[src/rtl/sclk_div_pkg.sv]
package sclk_div_pkg;

   typedef enum logic {
      LAW_POW2   = 1'b0,
      LAW_LINEAR = 1'b1
   } div_law_e;

   typedef struct packed {
      logic lead;
      logic trail;
   } edge_stb_t;

   function automatic int imax(input int a, input int b);
      return (a > b) ? a : b;
   endfunction

   // Width of the terminal-count value for both laws
   function automatic int term_width(input int div_w, input int pow_w);
      return imax((2 ** pow_w) - 1, div_w);
   endfunction

endpackage

[src/rtl/sclk_div_law.sv]
module sclk_div_law
   import sclk_div_pkg::*;
#(
   parameter int DIV_W  = 8,
   parameter int POW_W  = 4,
   parameter int TERM_W = term_width(DIV_W, POW_W)
) (
   input  logic [DIV_W-1:0]  div_val,
   input  div_law_e          law,
   output logic [TERM_W-1:0] term
);

   localparam int POW_TERMS = (2 ** POW_W) - 1;

   logic [POW_W-1:0]  expo;
   logic [TERM_W-1:0] pow_term;
   logic [TERM_W-1:0] lin_term;

   assign expo = div_val[POW_W-1:0];

   // Power-of-two law: terminal count 2^N - 1 as a thermometer mask
   for (genvar b = 0; b < TERM_W; b++) begin : g_thermo
      if (b < POW_TERMS) begin : g_live
         assign pow_term[b] = (int'(expo) > b);
      end else begin : g_zero
         assign pow_term[b] = 1'b0;
      end
   end

   // Linear law: terminal count N
   if (TERM_W > DIV_W) begin : g_lin_ext
      assign lin_term = {{(TERM_W-DIV_W){1'b0}}, div_val};
   end else begin : g_lin_fit
      assign lin_term = div_val;
   end

   always_comb begin
      unique case (law)
         LAW_POW2:   term = pow_term;
         LAW_LINEAR: term = lin_term;
         default:    term = pow_term;
      endcase
   end

endmodule

[src/rtl/sclk_div_timer.sv]
module sclk_div_timer #(
   parameter int TERM_W = 15
) (
   input  logic              clk,
   input  logic              rst_n,
   input  logic              run,
   input  logic [TERM_W-1:0] term_in,
   output logic              tick
);

   logic              active_q;
   logic [TERM_W-1:0] term_q;
   logic [TERM_W-1:0] cnt_q;

   assign tick = run && active_q && (cnt_q == term_q);

   always_ff @(posedge clk or negedge rst_n) begin
      if (!rst_n) begin
         active_q <= 1'b0;
         term_q   <= '0;
         cnt_q    <= '0;
      end else if (!run) begin
         active_q <= 1'b0;
         cnt_q    <= '0;
      end else if (!active_q) begin
         active_q <= 1'b1;
         term_q   <= term_in;
         cnt_q    <= '0;
      end else if (tick) begin
         cnt_q    <= '0;
      end else begin
         cnt_q    <= cnt_q + 1'b1;
      end
   end

endmodule

[src/rtl/sclk_edge_gen.sv]
module sclk_edge_gen
   import sclk_div_pkg::*;
(
   input  logic      clk,
   input  logic      rst_n,
   input  logic      run,
   input  logic      tick,
   output logic      level,
   output edge_stb_t stb
);

   always_ff @(posedge clk or negedge rst_n) begin
      if (!rst_n) begin
         level <= 1'b0;
         stb   <= '0;
      end else if (!run) begin
         level <= 1'b0;
         stb   <= '0;
      end else begin
         stb.lead  <= tick && !level;
         stb.trail <= tick && level;
         if (tick) level <= ~level;
      end
   end

endmodule

[src/rtl/sclk_divider.sv]
module sclk_divider
   import sclk_div_pkg::*;
#(
   parameter int DIV_W = 8,
   parameter int POW_W = 4
) (
   input  logic             clk,
   input  logic             rst_n,
   input  logic             run,
   input  logic [DIV_W-1:0] div_val,
   input  logic             div_mode,
   output logic             sclk,
   output logic             lead_stb,
   output logic             trail_stb
);

   localparam int TERM_W = term_width(DIV_W, POW_W);

   if (POW_W < 1 || POW_W > 5) begin : g_bad_pow
      $error("sclk_divider: POW_W out of range");
   end
   if (DIV_W < POW_W) begin : g_bad_div
      $error("sclk_divider: DIV_W narrower than POW_W");
   end

   logic [TERM_W-1:0] term;
   logic              tick;
   edge_stb_t         stb;
   div_law_e          law;

   assign law = div_law_e'(div_mode);

   sclk_div_law #(
      .DIV_W (DIV_W),
      .POW_W (POW_W),
      .TERM_W(TERM_W)
   ) law_i (
      .div_val(div_val),
      .law    (law),
      .term   (term)
   );

   sclk_div_timer #(
      .TERM_W(TERM_W)
   ) timer_i (
      .clk    (clk),
      .rst_n  (rst_n),
      .run    (run),
      .term_in(term),
      .tick   (tick)
   );

   sclk_edge_gen edge_i (
      .clk  (clk),
      .rst_n(rst_n),
      .run  (run),
      .tick (tick),
      .level(sclk),
      .stb  (stb)
   );

   assign lead_stb  = stb.lead;
   assign trail_stb = stb.trail;

endmodule

[config.mk]
export PLATFORM = sky130hd
export DESIGN_NAME = sclk_divider
export DESIGN_NICKNAME = d
export VERILOG_FILES = /design/src/rtl/sclk_div_pkg.sv /design/src/rtl/sclk_div_law.sv /design/src/rtl/sclk_div_timer.sv /design/src/rtl/sclk_edge_gen.sv /design/src/rtl/sclk_divider.sv
export SDC_FILE = /design/constraint.sdc
export NUM_CORES = 1
export LEC_CHECK = 0
export CORE_MARGIN = 5
export CORE_UTILIZATION = 65
export CTS_BUF_LIST = sky130_fd_sc_hd__clkbuf_2
export DETAILED_ROUTE_END_ITERATION = 12
export DONT_BUFFER_PORTS = 1
export PLACE_DENSITY = 0.81
export REMOVE_ABC_BUFFERS = 1
export SYNTH_ARGS = -nofsm -noshare
export SYNTH_HDL_FRONTEND = slang
export SYNTH_SLANG_ARGS = --single-unit
export TNS_END_PERCENT = 10
[constraint.sdc]
create_clock -name clk -period 3.28 [get_ports clk]
set_clock_uncertainty 0.05 [all_clocks]
set_input_delay 0.328 -clock clk [delete_from_list [all_inputs] [get_ports clk]]
set_output_delay 0.328 -clock clk [all_outputs]
set_load 0.005 [all_outputs]
Word-level counts from Yosys, hierarchy flattened
Cells that the tools add are included.

storage, ports and cells
  register bits after elaboration = 34
  latch bits = 0
  RAM bits = 0
  memory bits (read-only) = 0
  bits of input ports = 12
  logic and storage cells = 41
  memories kept = 0

operators by class
  add/sub/neg operators = 1
  multiply operators = 0
  divide/modulo/power cells = 0
  order comparisons = 15
  equality and inequality tests = 2
  shifts and indexed selects = 0
  multiplexer cells = 8
  bitwise operators = 3
  reductions and logical operators = 6

operators with widths
  kind                   number
  $mux 15                3
  $pmux 15 s2            1
  $gt 4x4->1 const B     7
  $gt 4x3->1 const B     4
  $add 15x1->15 const B  1
  $eq 15x15->1           1
  $gt 4x1->1 const B     2
  $gt 4x2->1 const B     2
  $logic_and 1x1->1      4
  $mux 1                 3
  $not 1->1              3
  $mux 2                 1
  $ne 2x1->1 const B     1
  $reduce_and 2->1       1
  $logic_not 1->1        1

Longest topological paths before layout
Gate-level depths: netlist of the first run.

  depth after elaboration = 5
  gate-level depth with buffers = 6
  depth with buffers taken out = 5

By module
Synthesis of the first run repeated with hierarchy kept, for this count alone.

second synthesis, totals
  cells, all modules = 171
  area, all modules = 1831.8 µm²

modules (own cells, without submodules)
  module          instances  cells each  area an instance (µm²)  seq. area each (µm²)
  sclk_div_timer  1          132         1550.2                  775.7
  sclk_div_law    1          31          176.4                   0.0
  sclk_edge_gen   1          8           105.1                   75.1

Worst setup path before layout of the first run
No wires, ideal clock.

  path type = register to register
  start = register timer_i.cnt_q[2]
  end = register timer_i.cnt_q[1]
  library setup time = 0.120 ns
  arrival time = 1.513 ns
  required time = 3.110 ns
  path slack = 1.598 ns
  cell stages (with the launch flop) = 5
  period minus slack after synthesis = 1.682 ns
  cells stage by stage = dfrtp_1 -> xnor2_1 -> nand4_2 -> or4_4 -> and3_1

between the ends
  word-level cells in the longest chain between the ends = 5

RTL lines
  what                      RTL line              text
  start: declaration        sclk_div_timer.sv:13  logic [TERM_W-1:0] cnt_q;
  start signal: assignment  sclk_div_timer.sv:32  cnt_q <= cnt_q + 1'b1;
  $eq 15x15->1              sclk_div_timer.sv:15  assign tick = run && active_q && (cnt_q == term_q);
  $logic_and 1x1->1         sclk_div_timer.sv:15
  $mux 15                   sclk_div_timer.sv:29  end else if (tick) begin
  $mux 15                   sclk_div_timer.sv:25  end else if (!active_q) begin
  $mux 15                   sclk_div_timer.sv:22  end else if (!run) begin

Every way passes these cells.
A chain may end at the register's enable or synchronous reset.

Final worst setup path of the first run
  start = register timer_i.cnt_q[6]
  end = register timer_i.cnt_q[5]

Same word-level chain as after synthesis.

==> flow_summary.toml, run 1 <==
[yosys]
synth.distinct_cells = 31
yosys_register_bits = 34
yosys_warnings = 0
netlist_area_before_placement_mm2 = 0.00175
yosysSeqAreaShare = 0.486
cells_after_synth = 185
postSynthAreaPerCell_um2 = 9.46

[sta]
worst-slew-pin-transition_ns = 0.863
timing_hold_violations_final = 0
timing.final.setup_violations = 0
finalMaxSlewViolations = 0
grt_setup_unrepaired = "no"
final.setup.tns_ns = 0
final_min_period_over_clock_period = 0.623
slew_headroom = 0.425
clock.fmax_mhz = 489
post-route-min-period_ns = 2.04

[power_and_ir_drop]
total_power_uw = 735
power.density_mw_per_mm2 = 404
vdd_ir_drop_max_uv = 294
power.static_leakage_uw = 0.000726

[layout]
diodes = 0
nNetsFinal = 199
area.growth.synth_to_final_pct = 3.86
register_area_um2 = 851
filler_cell_count = 195
drive_gt1_frac = 0.0806
multi_input_comb_area_um2 = 840
design_area_mm2 = 0.00182
layout.core_utilization = 0.721

[global_routing]
global_route.overflow_total = 0
largest_net_degree_at_the_start_of_global_routing = 35
grt_antenna_before_repair = 0
grt_util_all_layers = 0.214
via_count_of_the_first_global_routing_pass = 1290
grt_first_pass_wirelength_um = 5800

[clock_network]
cts_resized = 0
tritoncts_clock_tree = "done"
clk_path_buf_depth = 2
inserted_clock_buffers = 5
clkSlewWorstSetupHoldPaths_ns = 0.15
clockRootBuffer = "clkbuf_2"
cts.hold.buffers_added = 3
cts-htree-levels = 2
clk-insertion-delay-late_ns = 0.37
post_cts.repair.setup_buffers = 0
cts.sinks = 34

[detailed_routing]
postRouteAntennaNets = 0
detail_route.iter0.violations = 57
wire_per_inst_um = 15.8
drt_first_pass_iters = 4
detail_route.wirelength_um = 3410
vias_per_cell = 6.15
drc_errors = 0
dr_total_vias = 1329

[critical_path]
reg2reg_to = "timer_i.cnt_q[5]$_DFF_PN0_"
r2r-start = "timer_i.cnt_q[6]$_DFF_PN0_"
critical_path.endpoint_type = "flop"
cp_num_cells = 4
timing.critical_path.arrival_ns = 2.23
worst_path_dominant_cell_family = "compound AO/OA/AOI/OAI gates"
timing.critical_path.buf_inv = 0
max_incr_delay_on_cp_ns = 0.74
regToRegSetupSlack_ns = 1.24
critPathMaxFanout = 14
path_cells = "xnor2_1 > nand4_1 > o41ai_4 > nor2_1"
crit_path_top_delay_cell = "o41ai_4"
worst_setup_path_endpoint = "timer_i.cnt_q[5]$_DFF_PN0_"
critical_path.startpoint = "timer_i.cnt_q[6]$_DFF_PN0_"
worst-setup-path-type = "reg2reg"
crit_required_ns = 3.47
r2r_cells = 4
crit_path_start_kind = "flop"

[die]
floorplan.initialDensity = 0.694
rows = 18
die_footprint_mm2 = 0.00383
floorplan.io_pins = 15
core-area_mm2 = 0.00252
die_width_um = 61.9
dieHeight_um = 61.9

[placed_design]
area_after_dpl_mm2 = 0.00174
gp_congestion = 0.874
port_buffers = 0
post-dp-hpwl_um = 2510

[status]
status = "finished, final reports clean"

[min_path]
hold_path.startpoint = "div_val[2]"
whs_path_depth = 2
hp-class = "in2reg"

[run]
timing.max_cap.violations = 0
==> cell families after synthesis <==
| logic type | share of synthesized area |
|---|---|
| xor gates and xnor gates | 0.129 |
| and+or+nand+nor | 0.215 |
| buffers and inverters | 0.0343 |
| muxes | 0.00572 |
| AOI/OAI and AO/OA | 0.122 |
| DFF | 0.486 |
| adders and majority gates | 0.00715 |
==> power by group <==
group | switching (µW) | leakage [µW] | total [µW] | internal [µW]
combinational | 54.6 | 0.000243 | 92.8 | 38.2
sequential | 18.4 | 0.000454 | 459 | 441
clock | 127 | 0.0000291 | 183 | 55.5
total | 200 | 0.000726 | 735 | 535
==> worst register-to-register path, cell delays in order (launching register included) <==
cell     delay (ns)
dfrtp_1        0.49
xnor2_1        0.27
nand4_1        0.22
o41ai_4        0.75
nor2_1         0.14
==> synth_stat cells, drive strengths merged <==
cell type,n,area (µm²)
a31o,1,8.76
ha,1,12.5
buf,2,18.8
nor2b,1,6.26
xnor2,20,183
inv,4,15.0
nor4,2,18.8
and4,2,18.8
clkbuf,7,26.3
dfrtp,34,851
a21oi,10,50.1
nand4,11,75.1
nand2b,1,6.26
or4,1,11.3
mux2i,1,10.0
o31ai,3,22.5
nand2,25,93.8
o41ai,1,27.5
and3,1,6.26
xor2,5,43.8
o21ai,19,95.1
nand3,6,30.0
nor2,19,71.3
or3,3,18.8
a311o,1,10.0
nor3,4,20.0
==> state kept, by name, summed over array words and instances (netlist names) <==
signal / cells
timer_i.cnt_q: 15
timer_i.term_q: 15
edge_i.stb: 2
edge_i.level: 1
timer_i.active_q: 1
==> through the flow <==
step	hold slack, ns	worst slack [ns]	std cells
floorplan	-0.0176	1.58	176
global route	0.00845	1.07	216
finish	0.0260	1.24	216
CTS	0.0192	1.27	216
global placement	-0.0167	1.37	206
detailed placement	-0.0164	1.27	206
==> routing by layer <==
layer	vias to the layer above	part of all wire	wire, µm	GRT usage
li1	643	-	-	-
met4	0	0.035	119	0.130
met2	44	0.46	1580	0.327
met1	627	0.45	1540	0.271
met5	-	0	0	0
met3	15	0.051	173	0.0558
==> cells in the final DEF, fill, tap and decap left out <==
master and instances:
a21oi_1 10, a311o_1 1, a31o_2 1, and3_1 1
and4_1 1, and4_2 1, buf_12 1, clkbuf_2 7
dfrtp_1 34, dlygate4sd3_1 2, ha_1 1, inv_1 4
mux2i_1 1, nand2_1 25, nand2b_1 1, nand3_1 6
nand4_1 10, nand4_2 1, nor2_1 19, nor2b_1 1
nor3_1 4, nor4_1 1, nor4_2 1, o21ai_0 19
o31ai_1 3, o41ai_4 1, or3_1 3, or4_4 1
xnor2_1 19, xnor2_2 1, xor2_1 5
==> cell type report <==
cell class | instances | share of cell area
Clock buffer | 7 | 0.0193
Inverter | 4 | 0.00826
Multi-Input combinational cell | 138 | 0.462
Sequential cell | 34 | 0.468
Tap cell | 30 | 0.0206
Timing Repair Buffer | 3 | 0.0220
==> how the worst min path moves through the flow <==
stage	end	slack [ns]
after global placement	timer_i.cnt_q[11]$_DFF_PN0_	-0.02
after global routing	edge_i.level$_DFFE_PN0P_	0.008
final	timer_i.term_q[11]$_DFFE_PN0P_	0.03
after CTS	edge_i.level$_DFFE_PN0P_	0.02
after floorplan	edge_i.level$_DFFE_PN0P_	-0.02
after detailed placement	timer_i.cnt_q[3]$_DFF_PN0_	-0.02
No activity file was read; power rests on OpenSTA's default activity.
==> run 2, diff against run 1 <==
- clock period: 3.28 -> 2 ns (I/O delays scaled with it)
==> flow_summary.toml, run 2 (synthesized netlist as in run 1, its figures left out) <==
[status]
status = "finished, final reports clean"

[critical_path]
critical_path.endpoint_type = "flop"
crit_path_top_delay_cell = "or4_4"
critical_path.startpoint = "timer_i.cnt_q[5]$_DFF_PN0_"
timing.critical_path.arrival_ns = 2.08
max_incr_delay_on_cp_ns = 0.54
path_cells = "xnor2_1 > nand4_1 > or4_4 > and3_1"
r2r-start = "timer_i.cnt_q[5]$_DFF_PN0_"
worst-setup-path-type = "reg2reg"
critPathMaxFanout = 7
timing.critical_path.buf_inv = 0
crit_path_start_kind = "flop"
crit_required_ns = 2.23
worst_path_dominant_cell_family = "simple AND/OR/NAND/NOR gates"

[clock_network]
clockRootBuffer = "clkbuf_2"
cts.hold.buffers_added = 11
clk-insertion-delay-late_ns = 0.36
clk_path_buf_depth = 2
tritoncts_clock_tree = "done"
cts.sinks = 34
cts_resized = 0
cts-htree-levels = 2
inserted_clock_buffers = 5
post_cts.repair.setup_buffers = 0
clkSlewWorstSetupHoldPaths_ns = 0.16

[run]
timing.max_cap.violations = 0

[sta]
timing.final.setup_violations = 0
grt_setup_unrepaired = "no"
post-route-min-period_ns = 1.85
final_min_period_over_clock_period = 0.926
final.setup.tns_ns = 0
clock.fmax_mhz = 540
slew_headroom = 0.734
finalMaxSlewViolations = 0
timing_hold_violations_final = 0
worst-slew-pin-transition_ns = 0.396

[power_and_ir_drop]
power.share.combinational = 0.144
power.sequential.fraction = 0.627
cell_internal_power_dissipation_uw = 867
pwr-share-clk = 0.229
power.density_mw_per_mm2 = 631
switching_power_uw = 336
power.share.switching = 0.279
power.static_leakage_uw = 0.000759
vdd_ir_drop_max_uv = 476

[global_routing]
largest_net_degree_at_the_start_of_global_routing = 35
grt_antenna_before_repair = 0
grt_first_pass_wirelength_um = 6310
global_route.overflow_total = 0
grt_util_all_layers = 0.233
via_count_of_the_first_global_routing_pass = 1395

[min_path]
hp-class = "in2reg"
hold_path.startpoint = "div_val[1]"

[die]
floorplan.io_pins = 15
die_width_um = 61.9
floorplan.initialDensity = 0.694
rows = 18
die_footprint_mm2 = 0.00383
core-area_mm2 = 0.00252
dieHeight_um = 61.9

[detailed_routing]
postRouteAntennaNets = 0
wire_per_inst_um = 16.6
drt_first_pass_iters = 4
detail_route.wirelength_um = 3730
drc_errors = 0
dr_total_vias = 1358
detail_route.iter0.violations = 61
vias_per_cell = 6.04

[layout]
final_common_cell = "dfrtp_1"
biggestRegsByFlops = "timer_i.cnt_q x15, timer_i.term_q x15, edge_i.stb x2"
nNetsFinal = 209
diodes = 0
most_frequent_cells_in_the_layout = "dfrtp_1 (34), nand2_1 (25), xnor2_1 (19), nor2_1 (19), o21ai_0 (19)"
layout.core_utilization = 0.756
area.growth.synth_to_final_pct = 8.94
drive_gt1_frac = 0.0769

[placed_design]
post-dp-hpwl_um = 2560
gp_congestion = 0.841
port_buffers = 0
==> run 2: cell count changes in the layout (fill, tap and decap cells not counted) <==
cell / before / now
clkinv_1: 0 / 1
buf_4: 0 / 2
dlygate4sd3_1: 2 / 10
clkbuf_2: 7 / 5
==> run 2: worst paths after layout <==
| check | to | slack, ns | cells past startpoint |
|---|---|---|---|
| max | timer_i.cnt_q[1]$_DFF_PN0_ | 0.15 | 4 |
| min | timer_i.term_q[9]$_DFFE_PN0P_ | 0.02 | 2 |
| max reg2reg | timer_i.cnt_q[1]$_DFF_PN0_ | 0.15 | 4 |
| min reg2reg | timer_i.term_q[3]$_DFFE_PN0P_ | 0.47 | 2 |
| max in group asynchronous | timer_i.cnt_q[8]$_DFF_PN0_ | 1.51 | 2 |
| min in group asynchronous | timer_i.cnt_q[0]$_DFF_PN0_ | 0.20 | 2 |
==> run 2: worst register-to-register path, delay by kind of cell (launching register included) <==
| kind | cells | cell delay [ns] |
|---|---|---|
| XOR/XNOR | 1 | 0.28 |
| flip-flops | 1 | 0.50 |
| AND/OR/NAND/NOR | 3 | 0.94 |
==> run 2: stage by stage <==
step                hold WS (ns)  instances  total power, µW  cell area [µm²]  worst slack [ns]
floorplan                 -0.146        176              867             1710             0.305
detailed placement        -0.145        208              903             1760             0.143
CTS                      0.00568        225             1210             1910             0.152
finish                    0.0234        225             1200             1910             0.148
global route              0.0220        225             1260             1910            0.0731
global placement          -0.145        208              894             1760             0.220
==> run 2: per-layer routing <==
layer,vias to the layer above,routed length [µm],part of all wire,global-route usage
met5,-,0,0,0
li1,660,-,-,-
met4,0,86,0.023,0.130
met2,38,1830,0.49,0.393
met1,651,1630,0.44,0.267
met3,9,187,0.050,0.0599
==> run 2: final cells by class <==
type | count | area [µm²]
inverters | 4 | 15.0
flip-flops and latches | 34 | 851
clock buffers | 5 | 25.0
clock inverters | 1 | 3.75
well taps | 30 | 37.5
fillers | 176 | 616
multi-input cells | 138 | 840
repair buffers | 13 | 135
==> run 2: power by group through the flow <==
stage	sequential [µW]	combinational, µW	clock, µW
final	754	174	275
after global routing	757	194	309
after CTS	754	174	284
after detailed placement	767	135	0
after global placement	766	129	0
after floorplan	757	110	0
